<file path="src/rtl/feeder_pkg.sv">
package feeder_pkg;
  localparam int unsigned BYTE_W    = 8;
  localparam int unsigned PRE_BYTES = 2;

  typedef enum logic [1:0] {
    FD_PRIME = 2'd0,
    FD_IDLE  = 2'd1,
    FD_BURST = 2'd2
  } fd_state_e;
endpackage

</file>
<file path="src/rtl/feeder_shift.sv">
module feeder_shift #(
  parameter int unsigned CLK_DIV = 4
) (
  input  logic       clk_i,
  input  logic       rst_ni,
  input  logic       load_i,
  input  logic [7:0] byte_i,
  output logic       ready_o,
  output logic       done_o,
  output logic       active_o,
  output logic       sclk_o,
  output logic       mosi_o,
  output logic       bsync_o
);
  localparam int unsigned PH_W = (CLK_DIV > 2) ? $clog2(CLK_DIV) : 1;
  localparam int unsigned HALF = CLK_DIV / 2;

  logic            active_q;
  logic [PH_W-1:0] ph_q;
  logic [2:0]      bit_q;
  logic [7:0]      sh_q;
  logic            last_ph;

  assign last_ph  = (ph_q == PH_W'(CLK_DIV - 1));
  assign done_o   = active_q && last_ph && (bit_q == 3'd7);
  assign ready_o  = !active_q || done_o;
  assign active_o = active_q;
  assign sclk_o   = active_q && (ph_q >= PH_W'(HALF));
  assign mosi_o   = active_q && sh_q[7];
  // strobe covers the whole first bit, low half included
  assign bsync_o  = active_q && (bit_q == 3'd0);

  always_ff @(posedge clk_i or negedge rst_ni) begin
    if (!rst_ni) begin
      active_q <= 1'b0;
      ph_q     <= '0;
      bit_q    <= '0;
      sh_q     <= '0;
    end else if (load_i) begin
      active_q <= 1'b1;
      ph_q     <= '0;
      bit_q    <= '0;
      sh_q     <= byte_i;
    end else if (active_q) begin
      if (last_ph) begin
        ph_q <= '0;
        if (bit_q == 3'd7) begin
          active_q <= 1'b0;
        end else begin
          bit_q <= bit_q + 3'd1;
          sh_q  <= {sh_q[6:0], 1'b0};
        end
      end else begin
        ph_q <= ph_q + PH_W'(1);
      end
    end
  end
endmodule

</file>
<file path="src/rtl/feeder_ctrl.sv">
module feeder_ctrl
  import feeder_pkg::*;
#(
  parameter int unsigned BURST_LEN = 32,
  parameter int unsigned DEPTH     = 256,
  parameter int unsigned ADDR_W    = 8,
  parameter int unsigned CNT_W     = 8
) (
  input  logic              clk_i,
  input  logic              rst_ni,
  input  logic              dreq_i,
  input  logic [CNT_W-1:0]  fill_count_i,
  input  logic [7:0]        rd_data_i,
  input  logic              sh_ready_i,
  input  logic              sh_done_i,
  output logic              load_o,
  output logic [7:0]        load_byte_o,
  output logic [ADDR_W-1:0] rd_addr_o,
  output logic              busy_o,
  output logic              cnt_dec_o,
  output logic              lm_upd_o,
  output logic [CNT_W-1:0]  lm_val_o
);
  localparam int unsigned BC_W = $clog2(BURST_LEN + PRE_BYTES + 1);

  fd_state_e         state_q;
  logic [ADDR_W-1:0] ptr_q;
  logic [BC_W-1:0]   nload_q;
  logic              enough;
  logic              start;
  logic              prime_load;
  logic              burst_load;
  logic              prime_end;
  logic              burst_end;

  assign enough     = (fill_count_i >= CNT_W'(BURST_LEN));
  assign start      = (state_q == FD_IDLE) && dreq_i && enough;
  assign prime_load = (state_q == FD_PRIME) && sh_ready_i && (nload_q < BC_W'(PRE_BYTES));
  assign burst_load = (state_q == FD_BURST) && sh_ready_i && (nload_q < BC_W'(BURST_LEN));
  assign prime_end  = (state_q == FD_PRIME) && (nload_q == BC_W'(PRE_BYTES)) && sh_done_i;
  assign burst_end  = (state_q == FD_BURST) && (nload_q == BC_W'(BURST_LEN)) && sh_done_i;

  assign load_o      = prime_load || start || burst_load;
  assign load_byte_o = (state_q == FD_PRIME) ? 8'h00 : rd_data_i;
  assign rd_addr_o   = ptr_q;
  assign busy_o      = (state_q != FD_IDLE);
  // combinational so the owner's count is current when IDLE is next seen
  assign cnt_dec_o   = burst_end;
  assign lm_upd_o    = burst_end || ((state_q == FD_IDLE) && dreq_i && !enough);
  assign lm_val_o    = burst_end ? (fill_count_i - CNT_W'(BURST_LEN)) : fill_count_i;

  always_ff @(posedge clk_i or negedge rst_ni) begin
    if (!rst_ni) begin
      state_q <= FD_PRIME;
      ptr_q   <= '0;
      nload_q <= '0;
    end else begin
      if (start || burst_load) begin
        ptr_q <= (ptr_q == ADDR_W'(DEPTH - 1)) ? '0 : ptr_q + ADDR_W'(1);
      end
      unique case (state_q)
        FD_PRIME: begin
          if (prime_end) begin
            state_q <= FD_IDLE;
            nload_q <= '0;
          end else if (prime_load) begin
            nload_q <= nload_q + BC_W'(1);
          end
        end
        FD_IDLE: begin
          if (start) begin
            state_q <= FD_BURST;
            nload_q <= BC_W'(1);
          end
        end
        FD_BURST: begin
          if (burst_end) begin
            state_q <= FD_IDLE;
            nload_q <= '0;
          end else if (burst_load) begin
            nload_q <= nload_q + BC_W'(1);
          end
        end
        default: state_q <= FD_IDLE;
      endcase
    end
  end
endmodule

</file>
<file path="src/rtl/feeder_lowmark.sv">
module feeder_lowmark #(
  parameter int unsigned CNT_W = 8
) (
  input  logic             clk_i,
  input  logic             rst_ni,
  input  logic             upd_i,
  input  logic [CNT_W-1:0] val_i,
  output logic [CNT_W-1:0] min_o
);
  logic [CNT_W-1:0] min_q;

  always_ff @(posedge clk_i or negedge rst_ni) begin
    if (!rst_ni) begin
      min_q <= '1;
    end else if (upd_i && (val_i < min_q)) begin
      min_q <= val_i;
    end
  end

  assign min_o = min_q;
endmodule

</file>
<file path="src/rtl/feeder_burst.sv">
module feeder_burst #(
  parameter  int unsigned BURST_LEN = 32,
  parameter  int unsigned DEPTH     = 256,
  parameter  int unsigned CNT_W     = 8,
  parameter  int unsigned CLK_DIV   = 4,
  localparam int unsigned ADDR_W    = (DEPTH > 1) ? $clog2(DEPTH) : 1
) (
  input  logic              clk_i,
  input  logic              rst_ni,
  input  logic              dreq_i,
  input  logic [CNT_W-1:0]  fill_count_i,
  output logic [ADDR_W-1:0] rd_addr_o,
  input  logic [7:0]        rd_data_i,
  output logic              sclk_o,
  output logic              mosi_o,
  output logic              bsync_o,
  output logic              xcs_o,
  output logic              cnt_dec_o,
  output logic              busy_o,
  output logic [CNT_W-1:0]  min_level_o
);
  logic             sh_load;
  logic [7:0]       sh_byte;
  logic             sh_ready;
  logic             sh_done;
  logic             sh_active;
  logic             lm_upd;
  logic [CNT_W-1:0] lm_val;

  feeder_ctrl #(
    .BURST_LEN(BURST_LEN),
    .DEPTH    (DEPTH),
    .ADDR_W   (ADDR_W),
    .CNT_W    (CNT_W)
  ) u_ctrl (
    .clk_i       (clk_i),
    .rst_ni      (rst_ni),
    .dreq_i      (dreq_i),
    .fill_count_i(fill_count_i),
    .rd_data_i   (rd_data_i),
    .sh_ready_i  (sh_ready),
    .sh_done_i   (sh_done),
    .load_o      (sh_load),
    .load_byte_o (sh_byte),
    .rd_addr_o   (rd_addr_o),
    .busy_o      (busy_o),
    .cnt_dec_o   (cnt_dec_o),
    .lm_upd_o    (lm_upd),
    .lm_val_o    (lm_val)
  );

  feeder_shift #(
    .CLK_DIV(CLK_DIV)
  ) u_shift (
    .clk_i   (clk_i),
    .rst_ni  (rst_ni),
    .load_i  (sh_load),
    .byte_i  (sh_byte),
    .ready_o (sh_ready),
    .done_o  (sh_done),
    .active_o(sh_active),
    .sclk_o  (sclk_o),
    .mosi_o  (mosi_o),
    .bsync_o (bsync_o)
  );

  feeder_lowmark #(
    .CNT_W(CNT_W)
  ) u_lowmark (
    .clk_i (clk_i),
    .rst_ni(rst_ni),
    .upd_i (lm_upd),
    .val_i (lm_val),
    .min_o (min_level_o)
  );

  assign xcs_o = sh_active;
endmodule

</file>
<file path="config.mk">
export PLATFORM = sky130hd
export DESIGN_NAME = feeder_burst
export DESIGN_NICKNAME = d
export VERILOG_FILES = /design/src/rtl/feeder_pkg.sv /design/src/rtl/feeder_shift.sv /design/src/rtl/feeder_ctrl.sv /design/src/rtl/feeder_lowmark.sv /design/src/rtl/feeder_burst.sv
export SDC_FILE = /design/constraint.sdc
export NUM_CORES = 1
export LEC_CHECK = 0
export CAP_MARGIN = 20
export CORE_ASPECT_RATIO = 2
export CORE_MARGIN = 3
export CORE_UTILIZATION = 57
export DETAILED_ROUTE_END_ITERATION = 8
export DONT_BUFFER_PORTS = 1
export GPL_TIMING_DRIVEN = 1
export HOLD_SLACK_MARGIN = 0.03
export PLACE_DENSITY = 0.73
export RECOVER_POWER = 25
export SLEW_MARGIN = 0
export SYNTH_ARGS = -nofsm -noshare
export SYNTH_HDL_FRONTEND = slang
export SYNTH_SLANG_ARGS = --single-unit
</file>
<file path="constraint.sdc">
create_clock -name clk_i -period 5.2 [get_ports clk_i]
set_clock_uncertainty 0.05 [all_clocks]
set_input_delay 0 -clock clk_i [delete_from_list [all_inputs] [get_ports clk_i]]
set_output_delay 0 -clock clk_i [all_outputs]
set_load 0.005 [all_outputs]
</file>
## Word-level counts from Yosys, hierarchy flattened

Index checks and enable logic that the tools add are counted.

| cells by class | value |
|---|---|
| reductions and logical operators | 32 |
| multiplexer cells | 28 |
| equal/unequal tests | 14 |
| magnitude comparators | 5 |
| add/subtract/negate cells | 5 |

Operators with widths:

| operator | number |
|---|---|
| $mux W8 | 7 |
| $mux W6 | 5 |
| $pmux W6 S3 | 1 |
| $logic_and A1 B1 Y1 | 17 |
| $mux W2 | 6 |
| $mux W3 | 4 |
| $add A8 B1 Y8 const B | 1 |
| $eq A8 B8 Y1 const B | 1 |
| $ge A8 B6 Y1 const B | 1 |
| $lt A8 B8 Y1 | 1 |
| $ne A2 B1 Y1 const B | 4 |
| $sub A8 B6 Y8 const B | 1 |
| $add A6 B1 Y6 const B | 1 |
| $eq A6 B2 Y1 const B | 1 |
| $eq A6 B6 Y1 const B | 1 |
| $lt A6 B2 Y1 const B | 1 |
| $lt A6 B6 Y1 const B | 1 |
| $ne A3 B1 Y1 const B | 2 |
| $pmux W2 S3 | 1 |
| $reduce_and A3 Y1 | 2 |
| $logic_or A1 B1 Y1 | 5 |
| $eq A2 B2 Y1 const B | 2 |
| $mux W1 | 4 |
| $reduce_and A4 Y1 | 1 |
| other kinds (11) | 13 |

| storage, ports and cells | value |
|---|---|
| bits of input ports | 19 |
| bits in registers | 38 |
| word-level logic and storage cells | 92 |
| output and inout port bits | 22 |

## Longest topological paths before layout

Gate-level depths: netlist (run 1).

| logic depth | value |
|---|---|
| depth in word-level cells | 10 |
| depth in mapped cells | 11 |
| mapped depth without buffers | 11 |

## Hierarchy

Synthesis (run 1) repeated with hierarchy kept, for this count alone.

| second synthesis, totals | value |
|---|---|
| cell total of the unflattened synthesis | 252 |
| area, all modules | 2473.6 um2 |

By module, submodules not included:

| module | instances | seq. area each (um2) | cells each | area an instance (um2) |
|---|---|---|---|---|
| feeder_ctrl | 1 | 400.4 | 132 | 1209.9 |
| feeder_shift | 1 | 350.3 | 80 | 739.5 |
| feeder_lowmark | 1 | 210.2 | 40 | 524.3 |

## Worst setup path before layout (run 1)

Ideal clock, no wire load.

| timing | value |
|---|---|
| path kind | register to register |
| start | reg u_ctrl.nload_q[2] |
| end | reg u_lowmark.min_q[0] (netlist: u_lowmark.min_o[0]) |
| data arrival time | 2.782 ns |
| stages on the path, launching flop included | 11 |
| clock period less this slack | 2.914 ns |
| path buffers | 1 |
| setup time | 0.082 ns |
| required time | 5.068 ns |
| slack | 2.286 ns |
| cells stage by stage | dfrtp_1 -> or3_1 -> buf_6 -> nor3_4 -> nand2_1 -> xnor2_1 -> ha_1 -> a21oi_1 -> o21ai_0 -> a211oi_4 -> mux2_2 |

| on the way | value |
|---|---|
| cells in the longest elaborated chain, start to end | 6 |
| elaborated cells between the ends (all ways) | 7 |
| classes of those cells | 1 x order compare; 1 x eq/ne; 1 x mux; 4 x reduce/logical |

Ends and longest elaborated chain:

| what | line | source |
|---|---|---|
| start: declaration | feeder_ctrl.sv:28 | `logic [BC_W-1:0] nload_q;` |
| start signal: assignment | feeder_ctrl.sv:67 | `nload_q <= nload_q + BC_W'(1);` |
| start signal: assignment | feeder_ctrl.sv:81 | `nload_q <= nload_q + BC_W'(1);` |
| $eq A6 B6 Y1 | feeder_ctrl.sv:41 | `assign burst_end = (state_q == FD_BURST) && (nload_q == BC_W'(BURST_LEN)) && sh_done_i;` |
| $logic_and A1 B1 Y1 (2 in a row) | feeder_ctrl.sv:41 |  |
| named net cnt_dec_o | feeder_burst.sv:18 | `output logic cnt_dec_o,` |
| $mux W8 | feeder_ctrl.sv:50 | `assign lm_val_o = burst_end ? (fill_count_i - CNT_W'(BURST_LEN)) : fill_count_i;` |
| named net lm_val[7] | feeder_burst.sv:28 | `logic [CNT_W-1:0] lm_val;` |
| $lt A8 B8 Y1 | feeder_lowmark.sv:15 | `end else if (upd_i && (val_i < min_q)) begin` |
| $logic_and A1 B1 Y1 | feeder_lowmark.sv:15 |  |
| end signal: assignment | feeder_lowmark.sv:16 | `min_q <= val_i;` |
| end: declaration | feeder_lowmark.sv:10 | `logic [CNT_W-1:0] min_q;` |

The timed path passes the listed nets, and every way through them passes these cells.
A chain may end at the register's enable or synchronous reset.

## Worst setup path in the final report (run 1)

Ends and elaborated chain as after synthesis.

==> results of run 1 <==
layer usage:
metal / track usage / vias to the layer above / part of all wire
li1: - / 854 / -
met1: 0.1782 / 845 / 0.36
met2: 0.4019 / 47 / 0.57
met3: 0.04651 / 10 / 0.048
met4: 0.1191 / 0 / 0.025
met5: 0 / - / 0
cell usage in the layout (no fill, tap or decap), types with 3 or more instances in the layout:
cell and instances:
nor2_1 20, nand2b_1 5, nand4_1 3, mux2_2 8, nor3_1 4, dfrtp_1 30
xnor2_1 6, clkbuf_8 6, o21a_1 3, o22ai_1 4, nand3_1 4, a21oi_1 4
o21ai_0 12, a31o_2 7, mux2i_1 10, a21o_1 3, inv_1 18, dlygate4sd3_1 15
and3_1 6, dfstp_2 8, nand2_1 19, ha_1 20
final cells by class:
class | count | share of cell area
sequential | 38 | 0.3689
timing repair buffer | 17 | 0.06196
inverter | 19 | 0.02738
clock buffer | 7 | 0.03314
multi-input combinational | 168 | 0.4841
tap | 51 | 0.02450
sequential cells by signal (all words and copies together) (netlist names):
name	cells
u_shift.ph_q	2
u_shift.bit_q	3
u_ctrl.state_q	2
u_ctrl.nload_q	6
u_lowmark.min_o	8
u_shift.active_o	1
u_shift.sh_q	8
u_ctrl.rd_addr_o	8
cells in the mapped netlist (2+ instances only):
| master | instances |
|---|---|
| a211o_1 | 2 |
| a21o_1 | 3 |
| a21oi_1 | 4 |
| a22o_1 | 2 |
| a31o_2 | 7 |
| and3_1 | 6 |
| buf_2 | 2 |
| dfrtp_1 | 30 |
| dfstp_2 | 8 |
| ha_1 | 20 |
| inv_1 | 18 |
| mux2_2 | 8 |
| mux2i_1 | 10 |
| nand2_1 | 19 |
| nand2b_1 | 5 |
| nand3_1 | 4 |
| nand4_1 | 3 |
| nor2_1 | 20 |
| nor3_1 | 4 |
| o21a_1 | 3 |
| o21ai_0 | 12 |
| o22ai_1 | 4 |
| or2_2 | 2 |
| xnor2_1 | 6 |
worst max-delay path, cell delays in order (launching register included):
cell and delay (ns):
dfrtp_1 0.42, or3_1 0.50, nor3_4 0.47, nand2_1 0.12
xnor2_1 0.19, ha_1 0.28, a21oi_1 0.15, o21ai_0 0.16
a211oi_4 0.44, mux2_2 0.39
final timing paths:
path                                                from                        endpoint  cells after the start
max                        u_ctrl.nload_q[2]$_DFFE_PN0P_  u_lowmark.min_o[0]$_DFFE_PN1P_                      9
max in group asynchronous                         rst_ni   u_ctrl.nload_q[0]$_DFFE_PN0P_                      2
min                                      fill_count_i[6]  u_lowmark.min_o[6]$_DFFE_PN1P_                      3
min in group asynchronous                         rst_ni   u_ctrl.state_q[1]$_DFFE_PN0P_                      2
max reg2reg                u_ctrl.nload_q[2]$_DFFE_PN0P_  u_lowmark.min_o[0]$_DFFE_PN1P_                      9
min reg2reg                  u_shift.sh_q[0]$_DFFE_PN0P_     u_shift.sh_q[0]$_DFFE_PN0P_                      2
cell families (layout without fill, tap and decap cells):
family	after synthesis	in the layout	share of synthesized area
AND/OR/NAND/NOR	70	70	0.1490
AO/OA/AOI/OAI	54	54	0.1824
flip-flops	38	38	0.4145
buffers and inverters	23	43	0.04155
adder cells (fa/ha/maj)	20	20	0.1079
multiplexers	18	18	0.08203
XOR/XNOR	6	6	0.02267
report_power, final:
group | switching, mW | total (mW) | internal [mW] | leakage (nW)
combinational | 0.295 | 0.541 | 0.245 | 0.713
sequential | 0.103 | 0.524 | 0.421 | 0.467
clock | 0.0946 | 0.200 | 0.105 | 0.0443
total | 0.493 | 1.26 | 0.771 | 1.22
per-stage QoR:
step	total power [mW]	instance area, um^2
2_1_floorplan	0.9377	2318
3_3_place_gp	1.040	2365
3_5_place_dp	1.061	2365
4_1_cts	1.284	2621
5_1_grt	1.364	2605
6_report	1.264	2605
==> metrics.md, run 1 <==
| Metric | Value |
|---|---|
| Status | `complete, but fails checks` |
| Failing checks | `max-capacitance violations, max-slew violations` |
| Pre-CTS WS | `1.955 ns` |
| DR vias/cell | `5.853` |
| Fin Setup TNS | `0 ns` |
| Share of cells above drive strength 1 | `0.1647` |
| Vias in the first global route | `1748` |
| Routed len/inst | `15.71 um` |
| Postcts setup bufs | `0` |
| Layout Utilization | `0.6707` |
| Top Ports | `41` |
| Synth Instances | `229` |
| Hold WC Path Type | `in -> reg` |
| Antenna diodes | `0` |
| Fmax | `0.3071 GHz` |
| Area grow syn2layout | `12.36%` |
| TritonCTS buffer count | `5` |
| Worst EP arrival | `3.42 ns` |
| Yosys cell types | `51` |
| Die Wd | `51.10 um` |
| RSZ-0062 raised after global routing | `no` |
| Final net count | `288` |
| Crit path time final | `3.257 ns` |
| Sequential area share after synthesis | `0.4145` |
| Final ANT Viol Nets | `0` |
| YS warnings | `0` |
| Multi-input gate area in the final layout | `1261 um^2` |
| Mapped Avg Cell Area | `10.12 um^2` |
| CTS H-tree depth | `2` |
| Synth Flop Type | `dfrtp_1` |
| Worst slew pin tran | `1.972 ns` |
| Slew HR | `-0.3146` |
| Crit Path Category | `reg -> reg` |
| DRC Markers | `0` |
| Max Cap Violations | `1` |
| Asr flop ratio synth | `1.000` |
| Clk sinks | `38` |
| Hpwl dp | `3584 um` |
| LEAKAGE | `1.225 nW` |
| Remaining Overflow, GRT | `0` |
| Starting Density | `0.5970` |
| Largest net degree at the start of global routing | `39` |
| Gr usage total | `0.2045` |
| Initial DRC Count | `30` |
| Slew Viols, Final | `39` |
| TritonCTS clock tree | `done` |
| Final setup fails | `0` |
| Maximum clock insertion buffer count | `2` |
| Sequential Area | `960.9 um^2` |
| #FFs+latches synth | `38` |
| Clock-pin slew on the worst setup and hold paths | `0.07 ns` |
| Net count after synthesis | `268` |
| Final period util | `0.6263` |
| Worst VDD drop | `329.9 uV` |
| Post-Route WL | `4713 um` |
| Post-synth EDFFs | `0` |
| Die ar. | `4915 um^2` |
| Via count | `1756` |
| Global-route wire length before repair | `7417 um` |
| Row Count | `32` |
| Pwr Density | `485.4 nW/um^2` |
| CP required | `5.37 ns` |
| DP Cell Count | `277` |
| Post-CTS Hold Fix Bufs | `16` |
| Routability Congestion | `0.9501` |
| Core area | `3884 um^2` |
| Clk_lat worst skew | `0.29 ns` |
| Initial antenna violation count | `0` |
| R2r setup slk | `1.94 ns` |
| Post_cts resized | `0` |
| Post-route insts no fill | `300` |
| Synth top area cells | `dfrtp_1 (32%), ha_1 (11%), dfstp_2 (9.1%), mux2i_1 (4.3%), mux2_2 (3.9%)` |
| Final setup margin | `1.943 ns` |
| TritonRoute pass-1 iters | `4` |
| Clk root buf | `clkbuf_8` |
| Hold_ws | `0.04857 ns` |
| Area fraction of the dominant cell type after synthesis | `0.3238` |
| Area of the mapped netlist | `2318 um^2` |
| Max FO, Critical Path | `9` |
| Port bufs | `0` |
| Final Hold Fails | `0` |
| Fillers | `336` |
| Dominant cell type by area after synthesis | `dfrtp_1` |
| Critical Path Sink Type | `flip-flop` |
| Die height | `96.20 um` |
| Worst setup SP type | `flip-flop` |
Note: power is estimated with default switching activity, not from simulation.
==> run 2: changes to the inputs <==
--- a/config.mk
+++ b/config.mk
@@ -13,7 +13,7 @@
 export DONT_BUFFER_PORTS = 1
 export GPL_TIMING_DRIVEN = 1
 export HOLD_SLACK_MARGIN = 0.03
-export PLACE_DENSITY = 0.73
+export PLACE_DENSITY = 0.76
 export RECOVER_POWER = 25
 export SLEW_MARGIN = 0
 export SYNTH_ARGS = -nofsm -noshare
==> constraint.sdc (replaced) <==
create_clock -name clk_i -period 2.7 [get_ports clk_i]
set_clock_uncertainty 0.05 [all_clocks]
set_input_delay 0 -clock clk_i [delete_from_list [all_inputs] [get_ports clk_i]]
set_output_delay 0 -clock clk_i [all_outputs]
set_load 0.005 [all_outputs]
==> metrics.md, run 2 (synthesis results as in run 1) <==
| Metric | Value |
|---|---|
| Status | `complete, but fails checks` |
| Failing checks | `max-capacitance violations, max-slew violations, negative setup slack` |
| Share of cells above drive strength 1 | `0.3039 (+0.1392)` |
| R2R depth | `13 (+4)` |
| Crit Path Category | `reg -> reg` |
| Clk_lat worst skew | `0.29 ns (about the same)` |
| WP buf/inv | `2 (+2)` |
| Clk sinks | `38 (unchanged)` |
| DRC Markers | `0 (unchanged)` |
| TritonRoute pass-1 iters | `4 (unchanged)` |
| Final net count | `321 (+11%)` |
| Final setup fails | `8 (+8)` |
| Final ANT Viol Nets | `0 (unchanged)` |
| Global-route wire length before repair | `9059 um (+22%)` |
| Worst EP arrival | `2.99 ns (-0.43 ns)` |
| Layout Utilization | `0.7684 (+0.09762)` |
| Max Cap Violations | `1 (unchanged)` |
| Die Wd | `51.10 um (unchanged)` |
| Row Count | `32 (unchanged)` |
| Area grow syn2layout | `28.71%` |
| Max FO, Critical Path | `4 (-5)` |
| Worst VDD drop | `751.8 uV (+130%)` |
| Post-route cell area | `2984 um^2 (+15%)` |
| Final Hold Fails | `0 (unchanged)` |
| Clk root buf | `clkbuf_8` |
| DR vias/cell | `5.850 (about the same)` |
| Starting Density | `0.5970 (unchanged)` |
| Slew HR | `-0.3459 (-0.03134)` |
| Core area | `3884 um^2 (unchanged)` |
| R2r setup slk | `-0.12 ns (-2.07 ns)` |
| Initial antenna violation count | `0 (unchanged)` |
| RSZ-0062 raised after global routing | `yes` |
| Hpwl dp | `3751 um (+4.7%)` |
| Top Ports | `41 (unchanged)` |
| Largest net degree at the start of global routing | `39 (unchanged)` |
| Most frequent cells in the layout | `dfrtp_1 (30), buf_4 (29), nor2_1 (19), inv_1 (18)` |
| Routed len/inst | `17.58 um (+12%)` |
| Worst slew pin tran | `2.019 ns (+0.04702 ns)` |
| Post-route insts no fill | `334 (+11%)` |
| Hold WC Path Type | `in -> reg` |
| Critical Path Slowest Stage Cell | `dfrtp_1` |
| Pre-CTS WS | `-0.1007 ns (-2.056 ns)` |
| TritonCTS clock tree | `done` |
| Antenna diodes | `0 (unchanged)` |
| Total Power | `2.698 mW (+110%)` |
| Hold_ws | `0.08268 ns (+0.03411 ns)` |
| Critical path's largest stage delay | `0.35 ns (-0.15 ns)` |
| CP required | `2.87 ns (-2.50 ns)` |
| Hold Path Cell Cnt | `3 (unchanged)` |
| Routability Congestion | `0.8716 (-8.3%)` |
| Vias in the first global route | `2088 (+19%)` |
| LEAKAGE | `1.416 nW (+16%)` |
| Via count | `1954 (+11%)` |
| Port bufs | `0 (unchanged)` |
| Gr usage total | `0.2460 (+0.04144)` |
| Die ar. | `4915 um^2 (unchanged)` |
| Slew Viols, Final | `39 (unchanged)` |
| Pwr Density | `904.1 nW/um^2 (+86%)` |
| Fmax | `0.3543 GHz (+15%)` |
| Critical Path Sink Type | `flip-flop` |
| Clock-pin slew on the worst setup and hold paths | `0.07 ns (about the same)` |
| Commonest non-fill, non-tap cell in the layout | `dfrtp_1` |
| Worst R2R Start | `u_shift.bit_q[0]$_DFFE_PN0P_` |
| Final period util | `1.045 (+0.4192)` |
| Remaining Overflow, GRT | `0 (unchanged)` |
| Fillers | `263 (-22%)` |
| Post-place instance area | `2515 um^2 (+6.3%)` |
| Initial DRC Count | `35 (+17%)` |
| Worst setup SP type | `flip-flop` |
| Final setup margin | `-0.1228 ns (-2.066 ns)` |
| Worst path cell trace | `ha_2, ha_4, nand4_1, nor3_4, buf_6, nor2_1, a21oi_2, ha_1, nand2_2, nor3_2, a211oi_4, buf_6, mux2_4` |
| Crit path top cell by count | `buf_6` |
| Hold endpoint | `u_lowmark.min_o[5]$_DFFE_PN1P_` |
| Fin Setup TNS | `-0.9249 ns (-0.9249 ns)` |
| DP Cell Count | `297 (+7.2%)` |
| Startpoint of the lowest-slack hold path | `fill_count_i[5]` |
| CTS H-tree depth | `2 (unchanged)` |
| Maximum clock insertion buffer count | `2 (unchanged)` |
| Crit path time final | `2.823 ns (-0.4337 ns)` |
| Post-Route WL | `5873 um (+25%)` |
| Largest delay share family, worst path | `simple AND/OR/NAND/NOR gates` |
| Die height | `96.20 um (unchanged)` |
| Worst r2r dst | `u_lowmark.min_o[0]$_DFFE_PN1P_` |
| TritonCTS buffer count | `5 (unchanged)` |
run 2: routing by layer:
layer  vias up  GRT usage  wire, um
met1       949     0.2269      2050
li1        931          -         -
met4         0     0.1348       204
met5         -          0         0
met3        17    0.05271       253
met2        57     0.4763      3365
run 2: how the worst max path moves through the flow:
stage / from / to / slack [ns] / cells after the start
detailed placement: u_shift.bit_q[0]$_DFFE_PN0P_ / u_lowmark.min_o[0]$_DFFE_PN1P_ / -0.10 / 12
CTS: u_shift.bit_q[1]$_DFFE_PN0P_ / u_lowmark.min_o[0]$_DFFE_PN1P_ / -0.09 / 12
global route: u_shift.bit_q[0]$_DFFE_PN0P_ / u_lowmark.min_o[1]$_DFFE_PN1P_ / -0.19 / 11
floorplan: u_shift.bit_q[1]$_DFFE_PN0P_ / u_lowmark.min_o[0]$_DFFE_PN1P_ / -0.12 / 11
finish: u_shift.bit_q[0]$_DFFE_PN0P_ / u_lowmark.min_o[0]$_DFFE_PN1P_ / -0.12 / 13
global placement: u_shift.bit_q[0]$_DFFE_PN0P_ / u_lowmark.min_o[6]$_DFFE_PN1P_ / 0.01 / 12
run 2: power breakdown:
group          switching (mW)  internal, mW
clock network           0.189         0.183
logic                   0.683         0.648
registers               0.183         0.811
total                    1.06          1.64
run 2: worst min-delay path, cell delays in order:
cell,delay [ns]
inv_1,0.08
xnor2_1,0.16
mux2_4,0.15
run 2: cell type report:
| cell class | instances | area (um^2) | area share |
|---|---|---|---|
| clock buffers | 8 | 80.08 | 0.02683 |
| well taps | 51 | 63.81 | 0.02138 |
| multi-input cells | 168 | 1386 | 0.4646 |
| flip-flops and latches | 38 | 960.9 | 0.3220 |
| repair buffers | 50 | 421.7 | 0.1413 |
| inverters | 19 | 71.32 | 0.02390 |
run 2: repair_timing:
action	in CTS	in global routing
setup buffers	9	5
hold buffers	16	0
hold endpoints to repair	52	0
gates resized for setup	16	14
setup endpoints to repair	8	12
pin swaps	8	11
